### src/rtl/uart_tx_pkg.sv
package uart_tx_pkg;
  localparam int unsigned DATA_W    = 8;
  localparam int unsigned FRAME_MAX = 12;
  localparam int unsigned LEN_W     = 4;

  // Frame image, bit 0 leaves first; unused upper positions stay at 1.
  function automatic logic [FRAME_MAX-1:0] build_frame(
      input logic [DATA_W-1:0] d, input logic len7,
      input logic par_en, input logic par_odd);
    logic [FRAME_MAX-1:0] f;
    logic [LEN_W-1:0]     pos;
    logic                 p;
    f    = '1;
    f[0] = 1'b0;
    pos  = LEN_W'(1);
    p    = par_odd;
    for (int i = 0; i < int'(DATA_W); i++) begin
      if (!(len7 && i == int'(DATA_W) - 1)) begin
        f[pos] = d[i];
        p      = p ^ d[i];
        pos    = pos + LEN_W'(1);
      end
    end
    if (par_en) f[pos] = p;
    return f;
  endfunction

  function automatic logic [LEN_W-1:0] frame_len(
      input logic len7, input logic par_en, input logic stop2);
    return LEN_W'(DATA_W + 2) - LEN_W'(len7) + LEN_W'(par_en) + LEN_W'(stop2);
  endfunction
endpackage

### src/rtl/uart_tx_tick.sv
module uart_tx_tick #(
  parameter int unsigned OVS    = 16,
  parameter int unsigned SYNC_N = 2
) (
  input  logic clk,
  input  logic rst_n,
  input  logic brg_tick,
  input  logic ext_clk,
  input  logic ext_sel,
  input  logic restart,
  output logic bit_end
);
  localparam int unsigned CNT_W = $clog2(OVS);

  logic [SYNC_N:0]  ext_q;
  logic             ext_rise;
  logic             src_tick;
  logic [CNT_W-1:0] cnt;

  always_ff @(posedge clk or negedge rst_n) begin
    if (!rst_n) ext_q <= '0;
    else        ext_q <= {ext_q[SYNC_N-1:0], ext_clk};
  end

  assign ext_rise = ext_q[SYNC_N-1] & ~ext_q[SYNC_N];
  assign src_tick = ext_sel ? ext_rise : brg_tick;
  assign bit_end  = src_tick && (cnt == CNT_W'(OVS - 1));

  always_ff @(posedge clk or negedge rst_n) begin
    if (!rst_n)        cnt <= '0;
    else if (restart)  cnt <= '0;
    else if (src_tick) cnt <= bit_end ? '0 : cnt + CNT_W'(1);
  end

  // a bit can only end on a timing event of the selected source
  p_end_on_event_r8: assert property (@(posedge clk) disable iff (!rst_n)
    bit_end |-> (ext_sel ? (ext_q[SYNC_N-1] && !ext_q[SYNC_N]) : brg_tick));
endmodule

### src/rtl/uart_tx_hold.sv
module uart_tx_hold #(
  parameter int unsigned W = 8
) (
  input  logic         clk,
  input  logic         rst_n,
  input  logic         wr_en,
  input  logic [W-1:0] wr_data,
  input  logic         take,
  output logic         full,
  output logic [W-1:0] data
);
  always_ff @(posedge clk or negedge rst_n) begin
    if (!rst_n) begin
      full <= 1'b0;
      data <= '0;
    end else begin
      if (wr_en) begin
        full <= 1'b1;
        data <= wr_data;
      end else if (take) begin
        full <= 1'b0;
      end
    end
  end

  // the shift engine only takes a byte that is actually held
  p_take_needs_full_r5: assert property (@(posedge clk) disable iff (!rst_n)
    take |-> full);
endmodule

### src/rtl/uart_tx_shift.sv
module uart_tx_shift
  import uart_tx_pkg::*;
(
  input  logic                 clk,
  input  logic                 rst_n,
  input  logic                 load,
  input  logic [FRAME_MAX-1:0] frame_in,
  input  logic [LEN_W-1:0]     len_in,
  input  logic                 bit_end,
  output logic                 busy,
  output logic                 last_end,
  output logic                 txd
);
  logic [FRAME_MAX-1:0] sreg;
  logic [LEN_W-1:0]     idx;
  logic [LEN_W-1:0]     len_q;

  assign last_end = busy && bit_end && (idx == len_q - LEN_W'(1));
  assign txd      = busy ? sreg[0] : 1'b1;

  always_ff @(posedge clk or negedge rst_n) begin
    if (!rst_n) begin
      sreg  <= '1;
      idx   <= '0;
      len_q <= '0;
      busy  <= 1'b0;
    end else if (load) begin
      sreg  <= frame_in;
      idx   <= '0;
      len_q <= len_in;
      busy  <= 1'b1;
    end else if (busy && bit_end) begin
      if (last_end) begin
        busy <= 1'b0;
      end else begin
        sreg <= {1'b1, sreg[FRAME_MAX-1:1]};
        idx  <= idx + LEN_W'(1);
      end
    end
  end

  // line is high whenever no frame is in progress
  p_idle_high_r1: assert property (@(posedge clk) disable iff (!rst_n)
    !busy |-> txd);
  // a loaded frame begins with a low start bit
  p_start_low_r2: assert property (@(posedge clk) disable iff (!rst_n)
    load |=> !txd);
endmodule

### src/rtl/uart_tx_chan.sv
module uart_tx_chan
  import uart_tx_pkg::*;
#(
  parameter int unsigned OVS    = 16,
  parameter int unsigned SYNC_N = 2
) (
  input  logic              clk,
  input  logic              rst_n,
  input  logic              wr_en,
  input  logic [DATA_W-1:0] wr_data,
  input  logic              tx_enable,
  input  logic              cfg_len7,
  input  logic              cfg_par_en,
  input  logic              cfg_par_odd,
  input  logic              cfg_stop2,
  input  logic              cfg_irq_on_done,
  input  logic              cfg_ext_clk,
  input  logic              brg_tick,
  input  logic              ext_clk,
  output logic              txd,
  output logic              buf_empty,
  output logic              shift_done,
  output logic              tx_irq
);
  logic              hold_full;
  logic [DATA_W-1:0] hold_data;
  logic              busy;
  logic              last_end;
  logic              bit_end;
  logic              load_evt;
  logic              done_evt;
  logic              done_q;
  logic              irq_q;

  // Named internal events
  assign load_evt = hold_full && tx_enable && (!busy || last_end);
  assign done_evt = last_end && !load_evt;

  uart_tx_hold #(.W(DATA_W)) u_hold (
    .clk, .rst_n, .wr_en, .wr_data,
    .take (load_evt),
    .full (hold_full),
    .data (hold_data)
  );

  uart_tx_tick #(.OVS(OVS), .SYNC_N(SYNC_N)) u_tick (
    .clk, .rst_n, .brg_tick, .ext_clk,
    .ext_sel (cfg_ext_clk),
    .restart (load_evt),
    .bit_end (bit_end)
  );

  uart_tx_shift u_shift (
    .clk, .rst_n,
    .load     (load_evt),
    .frame_in (build_frame(hold_data, cfg_len7, cfg_par_en, cfg_par_odd)),
    .len_in   (frame_len(cfg_len7, cfg_par_en, cfg_stop2)),
    .bit_end  (bit_end),
    .busy     (busy),
    .last_end (last_end),
    .txd      (txd)
  );

  always_ff @(posedge clk or negedge rst_n) begin
    if (!rst_n) begin
      done_q <= 1'b1;
      irq_q  <= 1'b0;
    end else begin
      if (load_evt)      done_q <= 1'b0;
      else if (done_evt) done_q <= 1'b1;
      irq_q <= cfg_irq_on_done ? done_evt : load_evt;
    end
  end

  assign buf_empty  = !hold_full;
  assign shift_done = done_q;
  assign tx_irq     = irq_q;

  // moving the byte frees the buffer unless a new write lands on that edge
  p_empty_after_move_r5: assert property (@(posedge clk) disable iff (!rst_n)
    (load_evt && !wr_en) |=> buf_empty);
  // starting a frame clears the completion flag
  p_done_clear_r6: assert property (@(posedge clk) disable iff (!rst_n)
    load_evt |=> !shift_done);
  // completion only rises at the end of a final stop bit
  p_done_rise_r6: assert property (@(posedge clk) disable iff (!rst_n)
    $rose(shift_done) |-> $past(last_end));
  // interrupt is a single-cycle pulse
  p_irq_pulse_r7: assert property (@(posedge clk) disable iff (!rst_n)
    tx_irq |=> !tx_irq);
  // no byte enters the shift engine while transmission is disabled
  p_enable_gate_r9: assert property (@(posedge clk) disable iff (!rst_n)
    load_evt |-> tx_enable);
endmodule

### config.mk
export PLATFORM = sky130hd
export DESIGN_NAME = uart_tx_chan
export DESIGN_NICKNAME = d
export VERILOG_FILES = /design/src/rtl/uart_tx_pkg.sv /design/src/rtl/uart_tx_tick.sv /design/src/rtl/uart_tx_hold.sv /design/src/rtl/uart_tx_shift.sv /design/src/rtl/uart_tx_chan.sv
export SDC_FILE = /design/constraint.sdc
export NUM_CORES = 1
export LEC_CHECK = 0
export ABC_AREA = 0
export BUFFER_PORTS_ARGS = -buffer_cell sky130_fd_sc_hd__clkbuf_2
export CORE_UTILIZATION = 45
export CTS_CLUSTER_SIZE = 10
export DETAILED_ROUTE_END_ITERATION = 16
export SETUP_SLACK_MARGIN = 0.05
export SLEW_MARGIN = 20
export SYNTH_ARGS = -nofsm -noshare
export SYNTH_HDL_FRONTEND = slang
export SYNTH_SLANG_ARGS = --single-unit
### constraint.sdc
create_clock -name clk -period 5.55 [get_ports clk]
set_clock_uncertainty 0.2 [all_clocks]
set_input_delay 0.2775 -clock clk [delete_from_list [all_inputs] [get_ports clk]]
set_output_delay 0.2775 -clock clk [all_outputs]
set_load 0.01 [all_outputs]
; ---- Word level (Yosys, flattened, before mapping)
; Cells that the tools add are included.
[op_classes]
n_addsub = 6
n_lt_le_gt_ge = 2
eq_ne = 3
n_mux = 26
n_bitwise = 10
n_reduce_logical = 18
[op_table]
columns = cell, count
row1 = 2-to-1 mux 12 bit, 4
row2 = 2-to-1 mux 4 bit, 6
row3 = 2-to-1 mux 1 bit, 13
row4 = bitwise mux 12 bit, 1
row5 = nonzero test 2 bit, 5
row6 = 2-to-1 mux 9 bit, 1
row7 = adder 4 x 1 -> 4 bit, 2
row8 = adder 4 x 1 -> 4 bit (second input constant), 2
row9 = XOR 1 bit, 8
row10 = logical AND 1 bit, 7
row11 = less-than comparator 4 x 5 -> 1 bit (second input constant), 1
row12 = demux 1 bit (select 4 bit), 1
row13 = == test 4 bit, 1
row14 = == test 4 bit (second input constant), 1
row15 = >= comparator 4 x 1 -> 1 bit (second input constant), 1
row16 = AND reduction 2 bit, 2
row17 = subtractor 4 x 1 -> 4 bit (first input constant), 1
row18 = subtractor 4 x 1 -> 4 bit (second input constant), 1
row19 = zero test 1 bit, 3
row20 = inequality test 2 x 1 -> 1 bit (second input constant), 1
row21 = AND 1 bit, 1
row22 = logical OR 1 bit, 1
row23 = inverter 1 bit, 1
[word_totals]
register_bits = 39
inputBits = 20

; ---- Longest topological paths before layout
; Gate-level depths: netlist (run 1).
[depth]
ltp_word = 12
depth_mapped = 10
mapped_depth_nobuf = 8

; ---- Hierarchy
; From an unflattened synthesis (run 1), not the netlist that was laid out.
[unflattened]
cells_unflattened = 202
area_unflattened_um2 = 2084.5
[modules_own_cells]
columns = module, n_inst, cells_each, area_each_um2
row1 = uart_tx_shift, 1, 120, 1121.1
row2 = uart_tx_hold, 1, 20, 369.1
row3 = uart_tx_tick, 1, 31, 351.6
row4 = uart_tx_chan, 1, 31, 242.7

; ---- Least setup slack after synthesis (run 1)
; No wires, ideal clock.
[synth_timing]
kind = reg-to-reg
from = register u_shift.len_q[0]
to = register u_shift.sreg[9]
arrival_ns = 2.071
slack_ns = 3.196
path_stages_with_launch = 11
path_buffers = 2
cell_sequence = dfrtp_1 > inv_1 > ha_1 > xor3_1 > nor3_2 > nand3b_1 > a21o_1 > buf_6 > buf_8 > nor4b_4 > a21oi_2
[synth_via]
elab_chain_cells = 7
word_cells_on_any_way = 9
[synth_rtl]
columns = item, line
row1 = from (decl), uart_tx_shift.sv:16  ; logic [LEN_W-1:0] len_q;
row2 = from (signal assigned), uart_tx_shift.sv:30  ; len_q <= len_in;
row3 = subtractor 4 x 1 -> 4 bit (*), uart_tx_shift.sv:18  ; assign last_end = busy && bit_end && (idx == len_q - LEN_W'(1));
row4 = == test 4 bit (*), uart_tx_shift.sv:18
row5 = logical AND 1 bit (*), uart_tx_shift.sv:18
row6 = logical OR 1 bit, uart_tx_chan.sv:36  ; assign load_evt = hold_full && tx_enable && (!busy || last_end);
row7 = logical AND 1 bit, uart_tx_chan.sv:36
row8 = inequality test 2 x 1 -> 1 bit (no source line) or nonzero test 2 bit (tied branches), n/a
row9 = AND reduction 2 bit (no source line), n/a
row10 = to (signal assigned), uart_tx_shift.sv:28  ; sreg <= frame_in;
row11 = to (signal assigned), uart_tx_shift.sv:36  ; sreg <= {1'b1, sreg[FRAME_MAX-1:1]};
row12 = to (decl), uart_tx_shift.sv:14  ; logic [FRAME_MAX-1:0] sreg;
; Every way passes the cells marked *; elsewhere a longest branch is shown, timed or not.
; A chain may end at the register's enable or synchronous reset.

; ---- Worst setup path in the final report (run 1)
[layout_timing]
from = register u_shift.len_q[0]
to = register u_shift.sreg[8]
; Same word-level chain as after synthesis.

==> results of run 1 <==
## registers in the layout (all words and copies together), names as in the netlist
register	cells
u_tick.cnt	4
u_shift.len_q	4
u_shift.sreg	10
u_hold.full	1
u_hold.data	8
tx_irq	1
shift_done	1
u_shift.busy	1
u_shift.idx	4
u_tick.ext_q	3
## cell type report
class                           count  area share [%]
Sequential cell                    37            45.2
Multi-Input combinational cell    114            39.3
Timing Repair Buffer               26            6.98
Clock buffer                        8            4.33
Tap cell                           48            2.89
Inverter                            7            1.26
## report_power, final
group | total [mW] | switching (mW) | leakage, nW | internal (mW)
Combinational | 0.150 | 0.0720 | 0.503 | 0.0783
Sequential | 0.352 | 0.0363 | 0.426 | 0.316
Clock | 0.189 | 0.0879 | 0.0455 | 0.101
## path summary, 6_finish.rpt
path	to	depth (start not counted)
max	u_shift.sreg[8]$_DFFE_PN1P_	8
min	u_hold.data[4]$_DFFE_PN0P_	2
max reg2reg	u_shift.sreg[8]$_DFFE_PN1P_	8
min reg2reg	u_tick.ext_q[1]$_DFF_PN0_	0
max in group asynchronous	u_hold.data[3]$_DFFE_PN0P_	2
min in group asynchronous	tx_irq$_DFF_PN0_	2
## layer usage
metal	GRT usage, %	up-vias	wire [um]	share of wire [%]
met2	30.0	17	1560	50
met4	5.16	0	34	1.1
li1	-	615	-	-
met5	0	-	0	0
met3	5.73	4	103	3.3
met1	20.6	599	1440	46
## Yosys cell counts, types with 2 or more instances
| master | n | area share [%] |
|---|---|---|
| nand3_1 | 5 | 1.4 |
| o211ai_1 | 2 | 0.82 |
| nand2_1 | 23 | 4.7 |
| inv_1 | 7 | 1.4 |
| o21a_1 | 2 | 0.82 |
| nand3b_1 | 2 | 0.82 |
| o21ai_0 | 11 | 3.0 |
| buf_2 | 3 | 0.82 |
| xor2_1 | 3 | 1.4 |
| nor2_1 | 5 | 1.0 |
| nand2b_1 | 2 | 0.69 |
| dfstp_2 | 11 | 16 |
| nor3_1 | 2 | 0.55 |
| a21oi_1 | 8 | 2.2 |
| mux2_2 | 9 | 5.6 |
| ha_1 | 6 | 4.1 |
| a22o_1 | 2 | 0.96 |
| dfrtp_1 | 26 | 36 |
| mux2i_1 | 7 | 3.8 |
| a21o_1 | 2 | 0.82 |
| xnor2_1 | 11 | 5.3 |
## kinds of logic after synthesis
logic type	count (synthesis)
simple gates	46
flops	37
compound gates	31
mux	16
xor+xnor	15
buf+inv	13
fa+ha+maj	6
## worst max-delay path: cells and delay by family, from the launching register on
family,cells,cell delay (ns)
compound gates,3,1.11
flops,1,0.41
simple gates,2,0.38
xor+xnor,1,0.41
fa+ha+maj,1,0.15
buf+inv,1,0.08
## stage by stage
step	util [%]	std cells
2_1_floorplan	-	164
3_3_place_gp	51.8	229
3_5_place_dp	51.9	229
4_1_cts	55.1	240
5_1_grt	55.1	240
6_report	55.1	240
## repair_timing
action,in CTS,in global routing
gates resized for setup,0,0
setup buffers,0,0
hold buffers,3,0
hold endpoints to repair,28,0
==> flow_summary.ini, run 1 <==
[run_status]
status = finished clean

[clock_network]
cts_tree = built
cts_sinks = 37
clk_path_buf_depth = 2
path_clk_slew_ns = 0.07
cts_buffers = 5
cts-htree-levels = 2
clock_latency_ns = 0.28
cts_root_buf = clkbuf_8

[timing]
rsz0062_at_grt = no
finalSetupViolCount = 0
worstMarginPinSlew_ns = 0.896
final.setup.worst_slack_ns = 2.73
max_freq_mhz = 354
drv_slew = 0
hold_violations = 0
fin_setup_tns_ns = 0
period_share_pct = 50.9
finalCriticalPeriod_ns = 2.82
hold-worst-slack_ns = 0.0230
slew_headroom_pct = 40.3

[die]
rows = 22
dieArea_mm2 = 0.00431
dieHeight_um = 65.7
core-area_mm2 = 0.00377
io_pins = 24
start_util_pct = 48.4
die_w_um = 65.7

[detailed_routing]
via_per_inst = 5.15
drt_iter0_drc = 90
num_vias = 1235
final_antenna_net_count = 0
routed_wl_mm = 3.14
post_drt_wl_per_cell_um = 13.1
drc = 0
drtPass1Iterations = 4

[power_and_ir_drop]
power_leakage_nw = 0.974
fin_total_pwr_mw = 0.692
peakVddDrop_v = 0.000224
p_per_area_mw_per_mm2 = 333

[grt]
antenna_found_initial = 0
grtUsageTotal_pct = 17.5
grt_pass1_wl_mm = 5.58
grt_pass1_vias = 1277
grt_max_degree = 38
grt-ovfl-total = 0

[synth]
dominantRegCellSynth = dfrtp_1
synth_xor_area_share_pct = 8.02
synth_edf_count = 0
ys_ff_latch = 37
synthesis.nets = 190
synth-simple-area-share_pct = 12.8
syn_area_per_cell_um2 = 11.1
async_flop_share_pct = 100
ys_seq_area_share_pct = 51.5
synth_compound_area_share_pct = 10.2
syn_area_mm2 = 0.00182
synth_cell_types = 36
synthAdderAreaFrac_pct = 4.12
ys_warn_count = 0
synth_top_family_by_area = simple AND/OR/NAND/NOR gates
netlist_instances = 164
synth_mux_area_share_pct = 9.40

[finish]
final_cell_mix = 26 x dfrtp_1, 23 x nand2_1, 23 x clkbuf_2
n_antenna_cell = 0
mostFrequentLayoutCell = dfrtp_1
nNetsFinal = 217
nFillCells = 341
multi_input_area_um2 = 817
drive_gt1_share_pct = 28.1
regArea_um2 = 940
syn_to_final_growth_pct = 13.9
final_area_mm2 = 0.00208

[worst_setup_path]
cp-startpoint = u_shift.len_q[0]$_DFFE_PN0P_
crit_fanout = 12
cp.arrival_ns = 2.84
cp-end-kind = register
crit_top_cell = a21oi_1
criticalPathCategory = register to register
worst_path_largest_cell_delay_ns = 0.74
startpoint_type = register
r2r-start = u_shift.len_q[0]$_DFFE_PN0P_
crit_required_ns = 5.56
regToRegSetupSlack_ns = 2.73
crit_chain = inv_1 > ha_1 > xor3_1 > nor3_2 > nand3b_1 > a21oi_1 > o211ai_1 > a21oi_1
cp_slowest_cell = a21oi_1

[hold_path]
hp-start = wr_data[4]
holdCritPathClass = input pin to register

[placement]
dp_slack_ns = 2.70
portBuffers = 23
place_area_mm2 = 0.00196
gp_congestion = 0.771
dp_hpwl_mm = 2.25

[job]
max_cap_viol_count = 0
(Power assumes the default switching activity.)
==> run 2: changes to the inputs <==
--- a/config.mk
+++ b/config.mk
@@ -10,6 +10,7 @@
 export CORE_UTILIZATION = 45
 export CTS_CLUSTER_SIZE = 10
 export DETAILED_ROUTE_END_ITERATION = 16
+export PLACE_DENSITY = 0.67
 export SETUP_SLACK_MARGIN = 0.05
 export SLEW_MARGIN = 20
 export SYNTH_ARGS = -nofsm -noshare
==> constraint.sdc (replaced) <==
create_clock -name clk -period 2.54 [get_ports clk]
set_clock_uncertainty 0.2 [all_clocks]
set_input_delay 0.127 -clock clk [delete_from_list [all_inputs] [get_ports clk]]
set_output_delay 0.127 -clock clk [all_outputs]
set_load 0.01 [all_outputs]
==> run 2 against run 1 <==
Clock power is 100% higher. Combinational power is 130% higher. Non-clock buffer count is 16 higher. Clock-buffer cell count is 2 lower. Sequential share of layout area is 2.8 points lower. Critical path depth stayed put. Cell area is 6.7% higher. Die area stayed put. Wire length is 4.8% higher. Via count is 4.3% higher. Critical path type unchanged. Critical endpoint is now tx_irq$_DFF_PN0_. Highest routed layer unchanged.
==> flow_summary.ini, run 2 (synthesis results as in run 1) <==
[worst_setup_path]
criticalPathCategory = register to register
regToRegSetupSlack_ns = 0.16
cp-startpoint = u_shift.len_q[0]$_DFFE_PN0P_
worst_r2r_endpoint = tx_irq$_DFF_PN0_
startpoint_type = register
crit_fanout = 13
r2r-start = u_shift.len_q[0]$_DFFE_PN0P_
cp-end-kind = register
crit_required_ns = 2.54
crit_end = tx_irq$_DFF_PN0_
reg2regPathDepth = 8
cp.arrival_ns = 2.38

[grt]
grtUsageTotal_pct = 17.4
grt-ovfl-total = 0
grt_max_degree = 38
antenna_found_initial = 0
grt_pass1_vias = 1250
grt_pass1_wl_mm = 5.59

[finish]
nFillCells = 324
drive_gt1_share_pct = 28.5
multi_input_area_um2 = 821
final_area_mm2 = 0.00222
n_antenna_cell = 0
largest_reg_flops = 10
mostFrequentLayoutCell = dfrtp_1
final_cell_mix = 26 x dfrtp_1, 23 x nand2_1, 23 x clkbuf_2, 14 x dlygate4sd3_1
reg_top3 = u_shift.sreg (10), u_hold.data (8)
regArea_um2 = 940
regMostFlops = u_shift.sreg
nNetsFinal = 233
syn_to_final_growth_pct = 21.5

[die]
core-area_mm2 = 0.00377
start_util_pct = 48.4
die_w_um = 65.7
io_pins = 24
rows = 22
dieArea_mm2 = 0.00431
dieHeight_um = 65.7

[placement]
dp_hpwl_mm = 2.32
gp_congestion = 0.825
portBuffers = 23
dp_slack_ns = -0.0146
place_area_mm2 = 0.00198

[timing]
worstMarginPinSlew_ns = 0.889
rsz0062_at_grt = yes
slew_headroom_pct = 40.7
final.setup.worst_slack_ns = 0.157
hold-worst-slack_ns = 0.00848
finalCriticalPeriod_ns = 2.38
period_share_pct = 93.8
max_freq_mhz = 420
finalSetupViolCount = 0
hold_violations = 0
drv_slew = 0

[job]
max_cap_viol_count = 0

[detailed_routing]
drc = 0
num_vias = 1288
final_antenna_net_count = 0
via_per_inst = 5.05
routed_wl_mm = 3.29
drt_iter0_drc = 65
drtPass1Iterations = 7
post_drt_wl_per_cell_um = 12.9

[power_and_ir_drop]
peakVddDrop_v = 0.000355
p_per_area_mw_per_mm2 = 677
power_leakage_nw = 1.04

[clock_network]
path_clk_slew_ns = 0.07
cts_buffers = 5
cts-htree-levels = 2
clk_path_buf_depth = 2
clock_latency_ns = 0.28
cts_sinks = 37
cts_root_buf = clkbuf_8
cts_tree = built

[hold_path]
holdCritPathClass = input pin to register
hp-start = brg_tick

[run_status]
status = finished clean
==> run 2: final cells by class <==
class | instances | area share, %
Inverter | 7 | 1.19
Timing Repair Buffer | 42 | 13.2
Sequential cell | 37 | 42.4
Tap cell | 48 | 2.71
Multi-Input combinational cell | 114 | 37.0
Clock inverter | 1 | 0.226
Clock buffer | 6 | 3.27
==> run 2: repair_timing <==
item,4_1_cts,5_1_grt
resized for setup,1,1
hold endpoints to repair,39,0
setup endpoints to repair,8,9
pin swaps,0,1
hold buffers,14,0
gates cloned,0,0
buffers inserted,0,1
==> run 2: where the power goes <==
group          switching [mW]  total, mW  internal (mW)
clock                   0.195      0.381          0.186
sequential             0.0830      0.774          0.691
combinational           0.163      0.347          0.184
==> run 2: critical path: stages, from the launching register on <==
cell and delay [ns]:
dfrtp_1 0.41, inv_1 0.09, ha_1 0.15, xor3_1 0.41, nor3_2 0.24, nand3b_1 0.17
a21o_4 0.32, buf_4 0.16, o21ai_0 0.15
==> run 2: per-layer routing <==
| layer | global-route usage (%) | part of all wire, % | vias up |
|---|---|---|---|
| li1 | - | - | 645 |
| met1 | 20.6 | 48 | 612 |
| met2 | 30.1 | 48 | 23 |
| met3 | 3.65 | 2.8 | 8 |
| met4 | 7.34 | 1.7 | 0 |
| met5 | 0 | 0 | - |
==> run 2: worst min path at each step <==
stage / to / cells after the start / slack [ns]
after floorplan: tx_irq$_DFF_PN0_ / 0 / -0.37
after global placement: u_tick.ext_q[0]$_DFF_PN0_ / 1 / 0.04
after detailed placement: u_tick.ext_q[0]$_DFF_PN0_ / 1 / 0.04
after CTS: u_tick.cnt[1]$_DFFE_PN0P_ / 4 / 0.007
after global routing: u_hold.full$_DFFE_PN0P_ / 2 / 0.04
final: u_tick.cnt[1]$_DFFE_PN0P_ / 4 / 0.008
==> run 2: stage by stage <==
| step | util, % | setup TNS [ns] | cells | total power, mW |
|---|---|---|---|---|
| 2_1_floorplan | - | 0 | 164 | 1.02 |
| 3_3_place_gp | 52.6 | 0 | 233 | 1.09 |
| 3_5_place_dp | 52.6 | -0.0146 | 233 | 1.12 |
| 4_1_cts | 58.4 | 0 | 254 | 1.52 |
| 5_1_grt | 58.8 | 0 | 255 | 1.59 |
| 6_report | 58.8 | 0 | 255 | 1.50 |
==> run 3: changes to the inputs <==
--- a/config.mk
+++ b/config.mk
@@ -5,13 +5,12 @@
 export SDC_FILE = /design/constraint.sdc
 export NUM_CORES = 1
 export LEC_CHECK = 0
-export ABC_AREA = 0
+export ABC_AREA = 1
 export BUFFER_PORTS_ARGS = -buffer_cell sky130_fd_sc_hd__clkbuf_2
 export CORE_UTILIZATION = 45
 export CTS_CLUSTER_SIZE = 10
 export DETAILED_ROUTE_END_ITERATION = 16
 export PLACE_DENSITY = 0.67
-export SETUP_SLACK_MARGIN = 0.05
 export SLEW_MARGIN = 20
 export SYNTH_ARGS = -nofsm -noshare
 export SYNTH_HDL_FRONTEND = slang
==> run 3 against run 2 <==
Sequential power grew 17%. Global-route usage decreased by 0.24 points. Sequential share of layout area fell by 3.7 points. Register-to-register slack better by 0.18 ns. Combinational power up 53%. Area after synthesis increased by 14%. Wire length grew 10%. Critical endpoint is now u_shift.len_q[0]$_DFFE_PN0P_. Largest power group unchanged.
==> flow_summary.ini, run 3 <==
[clock_network]
cts_buffers = 5
clock_latency_ns = 0.28
postCtsSetupBuffers = 0
cts_root_buf = clkbuf_8
cts_tree = built
cts_sinks = 37
cts-htree-levels = 2
clk_path_buf_depth = 2
path_clk_slew_ns = 0.07

[synth]
yosys-top-cells-count = 92 x nand2_1, 36 x inv_1, 26 x dfrtp_1, 20 x nor2_1, 15 x o21ai_0
dominantRegCellSynth = dfrtp_1
synth_edf_count = 0
ys_ff_latch = 37
synth_cell_types = 30
yosysMostFrequentCell = nand2_1
synthesis.nets = 292
synth_largest_area_cell = dfrtp_1
netlist_instances = 266
ys_warn_count = 0
yosys-top-cells-area = dfrtp_1 31%, nand2_1 17%, dfstp_2 14%
syn_area_per_cell_um2 = 7.78
async_flop_share_pct = 100
syn_area_mm2 = 0.00207
synth_top_cell_area_share_pct = 31.4
ys_seq_area_share_pct = 45.4

[power_and_ir_drop]
p_per_area_mw_per_mm2 = 766
peakVddDrop_v = 0.000368
power_leakage_nw = 1.25
fin_total_pwr_mw = 1.86

[finish]
n_antenna_cell = 0
nNetsFinal = 331
syn_to_final_growth_pct = 17.2
final_cell_mix = 92 x nand2_1, 36 x inv_1, 26 x dfrtp_1, 23 x clkbuf_2, 20 x nor2_1
reg_top3 = u_shift.sreg (10), u_hold.data (8)
regMostFlops = u_shift.sreg
mostFrequentLayoutCell = nand2_1
stdcell_count = 358
drive_gt1_share_pct = 18.6
largest_reg_flops = 10
final_area_mm2 = 0.00243

[timing]
fin_setup_tns_ns = 0
worstMarginPinSlew_ns = 0.888
hold_violations = 0
max_freq_mhz = 455
finalSetupViolCount = 0
period_share_pct = 86.6
final.setup.worst_slack_ns = 0.340
slew_headroom_pct = 40.8
finalCriticalPeriod_ns = 2.20
drv_slew = 0
rsz0062_at_grt = no

[grt]
grt_use_met3_pct = 4.36
top_usage_layer = met2
use_met2_pct = 28.0
grt_util_met1_pct = 22.0
grt_max_degree = 38
grt_pass1_vias = 1577
grt-ovfl-total = 0
antenna_found_initial = 0
grtUsageTotal_pct = 17.1
grt_pass1_wl_mm = 6.64

[die]
dieHeight_um = 69.8
io_pins = 24
core-area_mm2 = 0.00438
start_util_pct = 47.2
die_w_um = 69.8
dieArea_mm2 = 0.00488
rows = 24

[placement]
dp_hpwl_mm = 2.58
dp_slack_ns = 0.202
dp.cells = 337
portBuffers = 23
gp_congestion = 0.789
place_area_mm2 = 0.00220

[detailed_routing]
drt_iter0_drc = 57
routed_wl_mm = 3.63
drc = 0
num_vias = 1654
drtPass1Iterations = 4
post_drt_wl_per_cell_um = 10.1
final_antenna_net_count = 0
via_per_inst = 4.62

[run_status]
status = finished clean

[worst_setup_path]
cp.arrival_ns = 2.20
cp-startpoint = u_shift.len_q[0]$_DFFE_PN0P_
crit_required_ns = 2.54
crit_end = u_shift.len_q[0]$_DFFE_PN0P_
regToRegSetupSlack_ns = 0.34
crit_fanout = 24
reg2regPathDepth = 12
cp-end-kind = register
r2r-start = u_shift.len_q[0]$_DFFE_PN0P_
criticalPathCategory = register to register
startpoint_type = register
worst_r2r_endpoint = u_shift.len_q[0]$_DFFE_PN0P_

[hold_path]
holdCritPathClass = input pin to register

[job]
max_cap_viol_count = 0
## run 3: final cells by class
| type | instances | area, um^2 |
|---|---|---|
| timing repair buffer | 37 | 253 |
| fill | 428 | 1960 |
| sequential | 37 | 940 |
| multi-input combinational | 186 | 936 |
| tap | 52 | 65.1 |
| clock buffer | 8 | 90.1 |
| inverter | 38 | 143 |
## run 3: repair_timing
action,CTS,global route
gates resized for setup,0,1
hold endpoints to repair,39,0
setup endpoints to repair,0,1
hold buffers,13,0
## run 3: cells by family (layout without fill, tap and decap cells)
| group | after synthesis | count (layout) | synth area share, % |
|---|---|---|---|
| AOI/OAI and AO/OA | 35 | 35 | 9.61 |
| adders and majority gates | 6 | 6 | 3.63 |
| and+or+nand+nor | 139 | 139 | 29.2 |
| xor gates and xnor gates | 6 | 6 | 2.54 |
| DFF | 37 | 37 | 45.4 |
| buffers and inverters | 43 | 83 | 9.67 |
## run 3: how the worst min path moves through the flow
stage / start / end / slack (ns) / cells after the start
after floorplan: rst_n / tx_irq$_DFF_PN0_ / -0.37 / 0
after global placement: ext_clk / u_tick.ext_q[0]$_DFF_PN0_ / 0.04 / 1
after detailed placement: ext_clk / u_tick.ext_q[0]$_DFF_PN0_ / 0.04 / 1
after CTS: cfg_par_en / u_shift.sreg[9]$_DFFE_PN1P_ / 0.01 / 6
after global routing: cfg_par_en / u_shift.sreg[9]$_DFFE_PN1P_ / 0.05 / 6
final: cfg_par_en / u_shift.sreg[9]$_DFFE_PN1P_ / 0.01 / 6
## run 3: report_power, final
| part | switching (mW) | internal [mW] | leakage, nW |
|---|---|---|---|
| registers | 0.113 | 0.793 | 0.419 |
| clock network | 0.198 | 0.221 | 0.0455 |
| logic | 0.304 | 0.228 | 0.782 |
| total | 0.615 | 1.24 | 1.25 |
## run 3: worst max-delay path: stages, from the launching register on
cell	delay, ns
dfrtp_1	0.38
inv_1	0.11
ha_1	0.26
nand2_1	0.07
nand2_1	0.05
nor2_1	0.09
nand2_1	0.09
nor2_2	0.20
nand3_2	0.11
nand2_4	0.23
buf_4	0.20
nand2_1	0.06
o21ai_0	0.07
## run 3: stage by stage
stage               util (%)  hold slack [ns]
finish                  55.3           0.0115
global route            55.3           0.0496
CTS                     55.2          0.00979
detailed placement      50.2           0.0370
global placement        50.2           0.0361
floorplan                  -           -0.369
## run 3: metal layers
| metal | part of all wire [%] | wire (um) |
|---|---|---|
| met2 | 45 | 1650 |
| met1 | 50 | 1830 |
| met4 | 1.4 | 51 |
| met3 | 2.8 | 100 |
| met5 | 0 | 0 |
